[src/rtl/sdr_timer_pkg.sv]
package sdr_timer_pkg;

    // Burst length select code to number of beats: 0,1,2,3 -> 1,2,4,8.
    function automatic int unsigned burst_beats(input logic [1:0] sel);
        return 32'd1 << sel;
    endfunction

    // Read: last data edge is cmd+CL+BL-1; precharge leads it by CL-1 edges.
    function automatic int unsigned rd_pre_offset(input int unsigned cl,
                                                  input int unsigned bl);
        return (cl + bl - 1) - (cl - 1);
    endfunction

    // Write: last beat sampled at cmd+BL-1; precharge one edge later.
    function automatic int unsigned wr_pre_offset(input int unsigned bl);
        return (bl - 1) + 1;
    endfunction

endpackage

[src/rtl/sdr_mask_delay.sv]
module sdr_mask_delay #(
    parameter int LAT = 2
) (
    input  logic clk,
    input  logic rst_n,
    input  logic din,
    output logic dout
);
    generate
        if (LAT == 0) begin : g_direct
            assign dout = din;
        end else begin : g_pipe
            logic [LAT-1:0] sh_d, sh_q;

            always_comb begin
                sh_d    = sh_q << 1;
                sh_d[0] = din;
            end

            always_ff @(posedge clk or negedge rst_n) begin
                if (!rst_n) sh_q <= '0;
                else        sh_q <= sh_d;
            end

            assign dout = sh_q[LAT-1];
        end
    endgenerate
endmodule

[src/rtl/sdr_rd_window.sv]
module sdr_rd_window #(
    parameter int CW = 4
) (
    input  logic          clk,
    input  logic          rst_n,
    input  logic          start,
    input  logic          kill,
    input  logic [CW-1:0] cl,
    input  logic [CW-1:0] bl,
    input  logic          mask_late,
    output logic          oe
);
    typedef struct packed {
        logic          act;
        logic [CW-1:0] n;
        logic [CW-1:0] cl;
        logic [CW-1:0] bl;
        logic          oe;
    } rd_state_t;

    rd_state_t st_d, st_q;
    logic [CW-1:0] n_next;

    always_comb begin
        st_d   = st_q;
        n_next = st_q.n + 1'b1;
        if (start) begin
            st_d.act = 1'b1;
            st_d.n   = '0;
            st_d.cl  = cl;
            st_d.bl  = bl;
            st_d.oe  = 1'b0;
        end else if (kill) begin
            st_d.act = 1'b0;
            st_d.oe  = 1'b0;
        end else if (st_q.act) begin
            st_d.n  = n_next;
            st_d.oe = (n_next >= st_q.cl) && (n_next < st_q.cl + st_q.bl) && !mask_late;
            if (n_next >= st_q.cl + st_q.bl - 1'b1) st_d.act = 1'b0;
        end else begin
            st_d.oe = 1'b0;
        end
    end

    always_ff @(posedge clk or negedge rst_n) begin
        if (!rst_n) st_q <= '0;
        else        st_q <= st_d;
    end

    assign oe = st_q.oe;

    // data never drives on the edge right after a command (CL >= 2)
    p_oe_quiet_after_start_r1: assert property (@(posedge clk) disable iff (!rst_n)
        start |=> !oe);

    // a write ends the read window at once
    p_kill_stops_oe_r9: assert property (@(posedge clk) disable iff (!rst_n)
        (kill && !start) |=> !oe);
endmodule

[src/rtl/sdr_wr_beats.sv]
module sdr_wr_beats #(
    parameter int CW = 4
) (
    input  logic          clk,
    input  logic          rst_n,
    input  logic          start,
    input  logic          kill,
    input  logic [CW-1:0] bl,
    input  logic          dqm,
    output logic          beat_en
);
    typedef struct packed {
        logic [CW-1:0] left;
    } wr_state_t;

    wr_state_t st_d, st_q;

    always_comb begin
        st_d = st_q;
        if (start)                  st_d.left = bl - 1'b1;
        else if (kill)              st_d.left = '0;
        else if (st_q.left != '0)   st_d.left = st_q.left - 1'b1;
    end

    always_ff @(posedge clk or negedge rst_n) begin
        if (!rst_n) st_q <= '0;
        else        st_q <= st_d;
    end

    assign beat_en = (start || ((st_q.left != '0) && !kill)) && !dqm;

    // after a read takes over, only a fresh write can enable a beat
    p_kill_ends_burst_r9: assert property (@(posedge clk) disable iff (!rst_n)
        (kill && !start) |=> (!beat_en || start));
endmodule

[src/rtl/sdr_ap_timer.sv]
module sdr_ap_timer #(
    parameter int CW = 4
) (
    input  logic          clk,
    input  logic          rst_n,
    input  logic          start,
    input  logic          ap,
    input  logic [CW-1:0] offset,
    output logic          pulse
);
    typedef struct packed {
        logic          arm;
        logic [CW-1:0] cnt;
        logic          pulse;
    } ap_state_t;

    ap_state_t st_d, st_q;

    always_comb begin
        st_d       = st_q;
        st_d.pulse = 1'b0;
        if (start) begin
            st_d.arm = ap;
            st_d.cnt = offset - 1'b1;
        end else if (st_q.arm) begin
            if (st_q.cnt == '0) begin
                st_d.pulse = 1'b1;
                st_d.arm   = 1'b0;
            end else begin
                st_d.cnt = st_q.cnt - 1'b1;
            end
        end
    end

    always_ff @(posedge clk or negedge rst_n) begin
        if (!rst_n) st_q <= '0;
        else        st_q <= st_d;
    end

    assign pulse = st_q.pulse;

    // an access without the precharge flag never pulses next cycle
    p_no_pulse_without_ap_r7: assert property (@(posedge clk) disable iff (!rst_n)
        (start && !ap) |=> !pulse);
endmodule

[src/rtl/sdr_mask_ap_timer.sv]
module sdr_mask_ap_timer #(
    parameter int MAX_BL      = 8,
    parameter int MAX_CL      = 4,
    parameter int RD_MASK_LAT = 2
) (
    input  logic       clk,
    input  logic       rst_n,
    input  logic       rd_cmd,
    input  logic       wr_cmd,
    input  logic       ap_flag,
    input  logic       dqm,
    input  logic [1:0] bl_sel,
    input  logic [2:0] cas_lat,
    output logic       dq_oe,
    output logic       wr_beat_en,
    output logic       pre_start
);
    import sdr_timer_pkg::*;

    localparam int CW = $clog2(MAX_CL + MAX_BL + 1);

    logic          rd_go, wr_go, any_go, dqm_late;
    logic [CW-1:0] bl_val, cl_val, pre_off;

    // write wins when both strobes are high
    assign wr_go  = wr_cmd;
    assign rd_go  = rd_cmd && !wr_cmd;
    assign any_go = rd_go || wr_go;

    assign bl_val  = CW'(burst_beats(bl_sel));
    assign cl_val  = CW'(cas_lat);
    assign pre_off = rd_go ? CW'(rd_pre_offset(int'(cas_lat), int'(bl_val)))
                           : CW'(wr_pre_offset(int'(bl_val)));

    sdr_mask_delay #(.LAT(RD_MASK_LAT)) u_mask_dly (
        .clk  (clk),
        .rst_n(rst_n),
        .din  (dqm),
        .dout (dqm_late)
    );

    sdr_rd_window #(.CW(CW)) u_rd (
        .clk      (clk),
        .rst_n    (rst_n),
        .start    (rd_go),
        .kill     (wr_go),
        .cl       (cl_val),
        .bl       (bl_val),
        .mask_late(dqm_late),
        .oe       (dq_oe)
    );

    sdr_wr_beats #(.CW(CW)) u_wr (
        .clk    (clk),
        .rst_n  (rst_n),
        .start  (wr_go),
        .kill   (rd_go),
        .bl     (bl_val),
        .dqm    (dqm),
        .beat_en(wr_beat_en)
    );

    sdr_ap_timer #(.CW(CW)) u_ap (
        .clk   (clk),
        .rst_n (rst_n),
        .start (any_go),
        .ap    (ap_flag),
        .offset(pre_off),
        .pulse (pre_start)
    );

    // Assertion support: count edges since reset so $past stays inside them.
    logic [1:0] warm_q;
    always_ff @(posedge clk or negedge rst_n) begin
        if (!rst_n)             warm_q <= '0;
        else if (warm_q != 2'd3) warm_q <= warm_q + 2'd1;
    end

    // read mask removes output two edges after it is sampled
    p_rd_mask_latency_r2: assert property (@(posedge clk) disable iff (!rst_n)
        (warm_q == 2'd3 && $past(dqm, 3)) |-> !dq_oe);

    // only CAS latencies 2..4 accompany a read
    p_cl_legal_r8: assert property (@(posedge clk) disable iff (!rst_n)
        rd_cmd |-> (cas_lat >= 3'd2 && cas_lat <= 3'd4));
endmodule

[config.mk]
export PLATFORM = sky130hd
export DESIGN_NAME = sdr_mask_ap_timer
export DESIGN_NICKNAME = d
export VERILOG_FILES = /design/src/rtl/sdr_timer_pkg.sv /design/src/rtl/sdr_mask_delay.sv /design/src/rtl/sdr_rd_window.sv /design/src/rtl/sdr_wr_beats.sv /design/src/rtl/sdr_ap_timer.sv /design/src/rtl/sdr_mask_ap_timer.sv
export SDC_FILE = /design/constraint.sdc
export NUM_CORES = 1
export LEC_CHECK = 0
export ABC_AREA = 1
export BUFFER_PORTS_ARGS = -buffer_cell sky130_fd_sc_hd__buf_2
export CORE_MARGIN = 2
export CORE_UTILIZATION = 35
export DETAILED_ROUTE_END_ITERATION = 8
export PLACE_DENSITY = 0.59
export SLEW_MARGIN = 5
export SYNTH_ARGS = -nofsm -noshare
export SYNTH_HDL_FRONTEND = slang
export SYNTH_HIERARCHICAL = 1
export SYNTH_SLANG_ARGS = --single-unit
[constraint.sdc]
create_clock -name clk -period 4.05 [get_ports clk]
set_input_delay 0.2025 -clock clk [delete_from_list [all_inputs] [get_ports clk]]
set_output_delay 0.2025 -clock clk [all_outputs]
set_load 0.02 [all_outputs]
==> metrics.cfg, run 1 <==
[placed_design]
io_buffers = 13
gp_congestion = 0.7666
dp_hpwl_um = 2846

[timing]
min_period_over_period = 0.5248
fin_crit_ns = 2.125
rsz0062_at_grt = false
fmax_mhz = 470.5
skew_ns = 0.004525
hold_viol_final = 0
slew_headroom = 0.5972
worstMarginPinSlew_ns = 0.6042
tns_ns = 0
finalSetupViolations = 0
drv_slew = 0

[floorplanning]
io_pins = 14
rows = 27
coreArea_um2 = 5540
die-area_um2 = 6378
die_w_um = 79.87
fp.dieH_um = 79.87
start_util = 0.3636

[grt]
antenna_found_initial = 0
grt_pass1_vias = 1488
grt_overflow = 0
track_usage = 0.1276
grt_max_degree = 27
grt_pass1_wl_um = 6499

[setup_path]
cp.arrival_ns = 2.29
setup.worst_path.class = flip-flop to flip-flop
critPathCaptureType = flip-flop
crit_path_cell_trace = ha_1 > inv_1 > fa_1 > ha_1 > ha_1 > nand2_1 > nand2_1 > nand2_1 > nand2_1 > nand2_1 > nand2_1 > nand2_1
crit_required_ns = 4.21
worst_path_max_delay_cell = fa_1
crit_fanout = 3
worstSetupStartpointType = flip-flop
critical_path.most_common_cell = nand2_1
cpPeakStageDelay_ns = 0.44

[detailed_routing]
routed_wl_um = 3592
remaining_drc_errors = 0
detail_route.vias_per_cell = 4.501
post_drt_wl_per_cell_um = 10.23
vias = 1580
drt_iter0_drc = 91
dr.pass1.iters = 7
antenna_left = 0

[layout]
n_fill_cell = 587
layout_common_cells = nand2_1, inv_1, ha_1
diodes = 0
finalNetCount = 321
multi_input_area_um2 = 1165
syn2layout_area_growth_pct = 10.50
final_common_cell = nand2_1
drive_above_1_share = 0.1505
seq_area_um2 = 650.6

[logic_synthesis]
synth-seq-area-share = 0.3230
synth-seq-cells = 26
yosys.cell_types.count = 29
synth_top_area_frac = 0.3230
yosysWarnings = 6
syn_nets = 304
syn_avg_cell_area_um2 = 7.659
yosysTopAreaCell = dfrtp_1
synthCells = 263
netlist_area_um2 = 2014
ys_top_cells_by_area = dfrtp_1, ha_1, nand2_1, inv_1, nand3_1

[power_and_ir_drop]
p_leak_uw = 0.001221
design_power_total_uw = 797.4
power_density_nw_per_um2 = 358.2
ir_worst_vdd_v = 0.0001641

[job]
cap_viol_max_count = 0

[clocking]
cts_inserted_buffers = 3
clk_latency_ns = 0.27
cts.clk_slew.worst_paths_ns = 0.09
ctsResizeCount = 0
htreeDepth = 1
cts_tree = yes
cts.sinks = 26
cts_root_buffer = clkbuf_8
cts_buffer_depth = 2

[run_status]
status = complete, no violations

[worst_hold_path]
hold_path_class = input port to flip-flop

==> path summary, 6_finish.rpt <==
kind	start	endpoint	cells after the start	slack (ns)
setup / recovery	u_rd/st_q[5]	u_rd/st_q[13]	12	1.92
hold / removal	dqm	u_mask_dly/g_pipe.sh_q[0]	1	0.05
setup reg to reg	u_rd/st_q[5]	u_rd/st_q[13]	12	1.92
hold reg to reg	u_mask_dly/g_pipe.sh_q[0]	u_mask_dly/g_pipe.sh_q[1]	0	0.36
max in group asynchronous	rst_n	u_ap/st_q[2]	2	3.18
min in group asynchronous	rst_n	u_rd/st_q[2]	2	0.47
==> layer usage <==
| metal | wire length [um] | vias up | track usage |
|---|---|---|---|
| li1 | - | 872 | - |
| met1 | 1783 | 683 | 0.1605 |
| met2 | 1690 | 23 | 0.2244 |
| met3 | 92 | 2 | 0.02376 |
| met4 | 27 | 0 | 0.03220 |
| met5 | 0 | - | 0 |
==> cells in the mapped netlist <==
cell      count
ha_1         29
or2_1         1
inv_4         1
o21ai_1       4
or2_2         2
a21o_1        1
buf_2         1
o21ai_2       2
dfrtp_1      26
xnor2_1       3
o22ai_1       5
nand3_1      26
o21bai_1      1
nor2_4        3
clkbuf_1      1
nor2_1       11
o21ai_0      11
inv_1        41
nand2_1      61
nand3_2       3
nor3_1        1
a21oi_1       9
inv_2         8
conb_1        1
xor2_1        3
nand4_1       1
nand2_2       4
nand2_4       2
fa_1          1
==> through the flow <==
stage          instances    util  setup WS (ns)  cell area [um2]  hold WS [ns]
2_1_floorplan        263       -          2.011             2014      -0.09309
3_3_place_gp         346  0.3900          1.944             2161        0.2599
3_5_place_dp         346  0.3900          1.925             2161        0.2559
4_1_cts              351  0.4018          1.911             2226       0.04131
5_1_grt              351  0.4018          1.747             2226       0.03103
6_report             351  0.4018          1.925             2226       0.04880
==> flip-flops by register name, summed over array words and instances (netlist names) <==
register and cells:
u_ap/pulse 1, u_rd/st_q 13, u_wr/st_q 4, u_rd/oe 1, u_ap/st_q 5, u_mask_dly/g_pipe.sh_q 2
==> kinds of logic (layout without fill, tap and decap cells) <==
group | count (synthesis) | in the layout | share of synthesized area
compound gates | 33 | 33 | 0.09131
fa+ha+maj | 30 | 30 | 0.1901
simple gates | 115 | 115 | 0.2689
other cells | 1 | 1 | 0.001862
buf+inv | 52 | 68 | 0.09876
xor+xnor | 6 | 6 | 0.02609
flops | 26 | 26 | 0.3230
==> power by group <==
group	switching (uW)	internal [uW]	leakage (uW)
Combinational	182	126	0.000866
Clock	81.1	86.8	0.0000288
Sequential	27.6	294	0.000327
==> worst max-delay path, delay by kind of cell, from the launching register on <==
kind | cells | cell delay (ns)
buffers and inverters | 1 | 0.07
adders and majority gates | 4 | 1.22
DFF | 1 | 0.41
and+or+nand+nor | 7 | 0.32
==> final cells by class <==
cell class / count / area share
multi-input combinational: 185 / 0.5233
timing repair buffer: 14 / 0.03373
tap: 72 / 0.04047
clock buffer: 4 / 0.02473
sequential: 26 / 0.2923
inverter: 50 / 0.08544
==> what timing repair did <==
item | 4_1_cts | 5_1_grt
buffers inserted | 0 | 0
hold buffers | 1 | 0
hold endpoints to repair | 26 | 0
No activity file was read; power rests on OpenSTA's default activity.
==> run 2, diff against run 1 <==
Settings changed: PLACE_DENSITY 0.59 to 0.61.
Clock period 4.05 ns to 1.9 ns, I/O delays scaled along.
==> run 2 against run 1 <==
  * The flow now finishes with violations (negative setup slack)
  * Sequential share of layout area is 1.2 points lower
  * Non-clock buffer count is 12 higher
  * Routed wire length is 5.7% higher
  * Critical path depth stayed put
  * Global-route usage is 1.2 points higher
  * Final area is 4.4% higher
  * Fmax is 1.0% higher
  * Clock skew is 0.0011 ns lower
  * Clock power is 110% higher
  * Via count is 4.5% higher
  * First-iteration DRC count is 55% lower
  * Count of clock-buffer cells in the layout stayed put
  * Critical endpoint unchanged
  * Largest cell class unchanged
==> metrics.cfg, run 2 (synthesis gave the netlist of run 1 again) <==
[grt]
grt_overflow = 0  ; unchanged
antenna_found_initial = 0  ; unchanged
grtUsageMet1 = 0.1779  ; +0.01744
grt_pass1_wl_um = 7038  ; +8.3%
track_usage = 0.1392  ; +0.01159
grt_use_met3 = 0.01357  ; -0.01018
grt_util_met2 = 0.2445  ; +0.02017
grt_pass1_vias = 1618  ; +8.7%
grt_max_degree = 27  ; unchanged
grt.busiest_layer = met2

[layout]
layout_common_cells = nand2_1, inv_1, ha_1
reg_top3 = u_rd/st_q: 13 flops, u_ap/st_q: 5 flops, u_wr/st_q: 4 flops
fin_util = 0.4194  ; +0.01761
finalNetCount = 333  ; +3.7%
largest_register_ffs = 13  ; unchanged
syn2layout_area_growth_pct = 15.34
drive_above_1_share = 0.1924  ; +0.04190
largest_register = u_rd/st_q
diodes = 0  ; unchanged
final_common_cell = nand2_1
n_fill_cell = 592  ; +0.85%

[floorplanning]
fp.dieH_um = 79.87  ; unchanged
rows = 27  ; unchanged
die-area_um2 = 6378  ; unchanged
io_pins = 14  ; unchanged
start_util = 0.3636  ; unchanged
coreArea_um2 = 5540  ; unchanged
die_w_um = 79.87  ; unchanged

[worst_hold_path]
hold_path_class = input port to flip-flop
min-delay-start = cas_lat[1]
whs_path_depth = 3  ; +2
whs_endpoint = u_rd/st_q[6]

[clocking]
cts_inserted_buffers = 3  ; unchanged
clk_latency_ns = 0.27  ; about the same
cts_buffer_depth = 2  ; unchanged
htreeDepth = 1  ; unchanged
cts.sinks = 26  ; unchanged
cts_tree = yes
cts_root_buffer = clkbuf_8
cts.clk_slew.worst_paths_ns = 0.09  ; about the same

[setup_path]
crit_fanout = 2  ; -1
crit_required_ns = 2.06  ; -2.15 ns
setup.worst_path.class = flip-flop to flip-flop
worstSetupStartpointType = flip-flop
cp.arrival_ns = 2.27  ; -0.02 ns
critPathCaptureType = flip-flop
worst_r2r_path_depth = 12  ; unchanged
reg2reg_from = u_rd/st_q[5]
worstReg2RegEnd = u_rd/st_q[13]
r2r_slack_ns = -0.20  ; -2.13 ns

[detailed_routing]
remaining_drc_errors = 0  ; unchanged
detail_route.vias_per_cell = 4.548  ; +1.0%
dr.pass1.iters = 4  ; -3
post_drt_wl_per_cell_um = 10.46  ; +2.2%
antenna_left = 0  ; unchanged
routed_wl_um = 3798  ; +5.7%
drt_iter0_drc = 41  ; -55%
vias = 1651  ; +4.5%

[run_status]
status = finished, violations left
violations = negative setup slack

[power_and_ir_drop]
p_leak_uw = 0.001277  ; +4.6%
design_power_total_uw = 1759  ; +120%
ir_worst_vdd_v = 0.0003387  ; +110%
power_density_nw_per_um2 = 757.2  ; +110%

[timing]
drv_slew = 0  ; unchanged
finalSetupViolations = 2  ; +2
fmax_mhz = 475.4  ; +1.0%
skew_ns = 0.003403  ; -0.001122 ns
slew_headroom = 0.6149  ; +0.01767
hold_viol_final = 0  ; unchanged
rsz0062_at_grt = true
fin_crit_ns = 2.103  ; -0.02187 ns
worstMarginPinSlew_ns = 0.5777  ; -0.02651 ns
tns_ns = -0.2447  ; -0.2447 ns
setup_slack_ns = -0.2034  ; -2.128 ns
min_period_over_period = 1.107  ; +0.5823

[placed_design]
io_buffers = 13  ; unchanged
dp_hpwl_um = 3049  ; +7.1%
gp_congestion = 0.7944  ; +3.6%

[job]
cap_viol_max_count = 0  ; unchanged

## run 2: worst max-delay path, stage by stage (launching register included)
cell	delay (ns)
dfrtp_1	0.40
ha_2	0.20
inv_2	0.05
fa_1	0.42
ha_1	0.29
ha_1	0.27
nand2_1	0.06
nand2_1	0.05
nand2_1	0.04
nand2_1	0.06
nand2_1	0.05
nand2_1	0.05
nand2_1	0.05
## run 2: repair_timing
item	CTS	global route
endpoints found under the hold margin	27	0
buffers inserted	1	0
hold buffers	2	0
endpoints found under the setup margin	2	2
pin swaps	2	2
resized for setup	2	1
## run 2: how the worst max path moves through the flow
stage,startpoint,endpoint,slack [ns],depth (start not counted)
global placement,u_rd/st_q[1],u_rd/st_q[13],-0.17,12
CTS,u_rd/st_q[1],u_rd/st_q[13],-0.19,12
global route,u_rd/st_q[5],u_rd/st_q[13],-0.31,12
finish,u_rd/st_q[5],u_rd/st_q[13],-0.20,12
detailed placement,u_rd/st_q[1],u_rd/st_q[13],-0.23,12
floorplan,u_rd/st_q[5],u_rd/st_q[13],-0.14,12
## run 2: area by class of cell
class	instances	area, um2	share of cell area
Clock buffer	4	55.05	0.02369
Sequential cell	26	650.6	0.2800
Multi-Input combinational cell	185	1170	0.5035
Inverter	50	190.2	0.08185
Timing Repair Buffer	26	167.7	0.07216
Tap cell	72	90.09	0.03877
## run 2: stage by stage
stage / setup WS [ns] / hold WS, ns / cell area (um2) / std cells
after floorplan: -0.1394 / -0.2006 / 2014 / 263
after global placement: -0.1672 / 0.1430 / 2236 / 356
after detailed placement: -0.2292 / 0.1469 / 2236 / 356
after CTS: -0.1917 / 0.02885 / 2321 / 363
after global routing: -0.3095 / 0.04161 / 2323 / 363
final: -0.2034 / 0.03176 / 2323 / 363
## run 2: per-layer routing
metal	vias up	share of wire
met2	16	0.47
met3	4	0.016
met5	-	0
met1	739	0.49
met4	0	0.015
li1	892	-
## run 2: report_power, final
group	total (uW)	internal (uW)	leakage (uW)	switching [uW]
logic	710	300	0.000922	410
registers	688	626	0.000327	61.6
clock network	361	185	0.0000288	176
total	1760	1110	0.00128	648
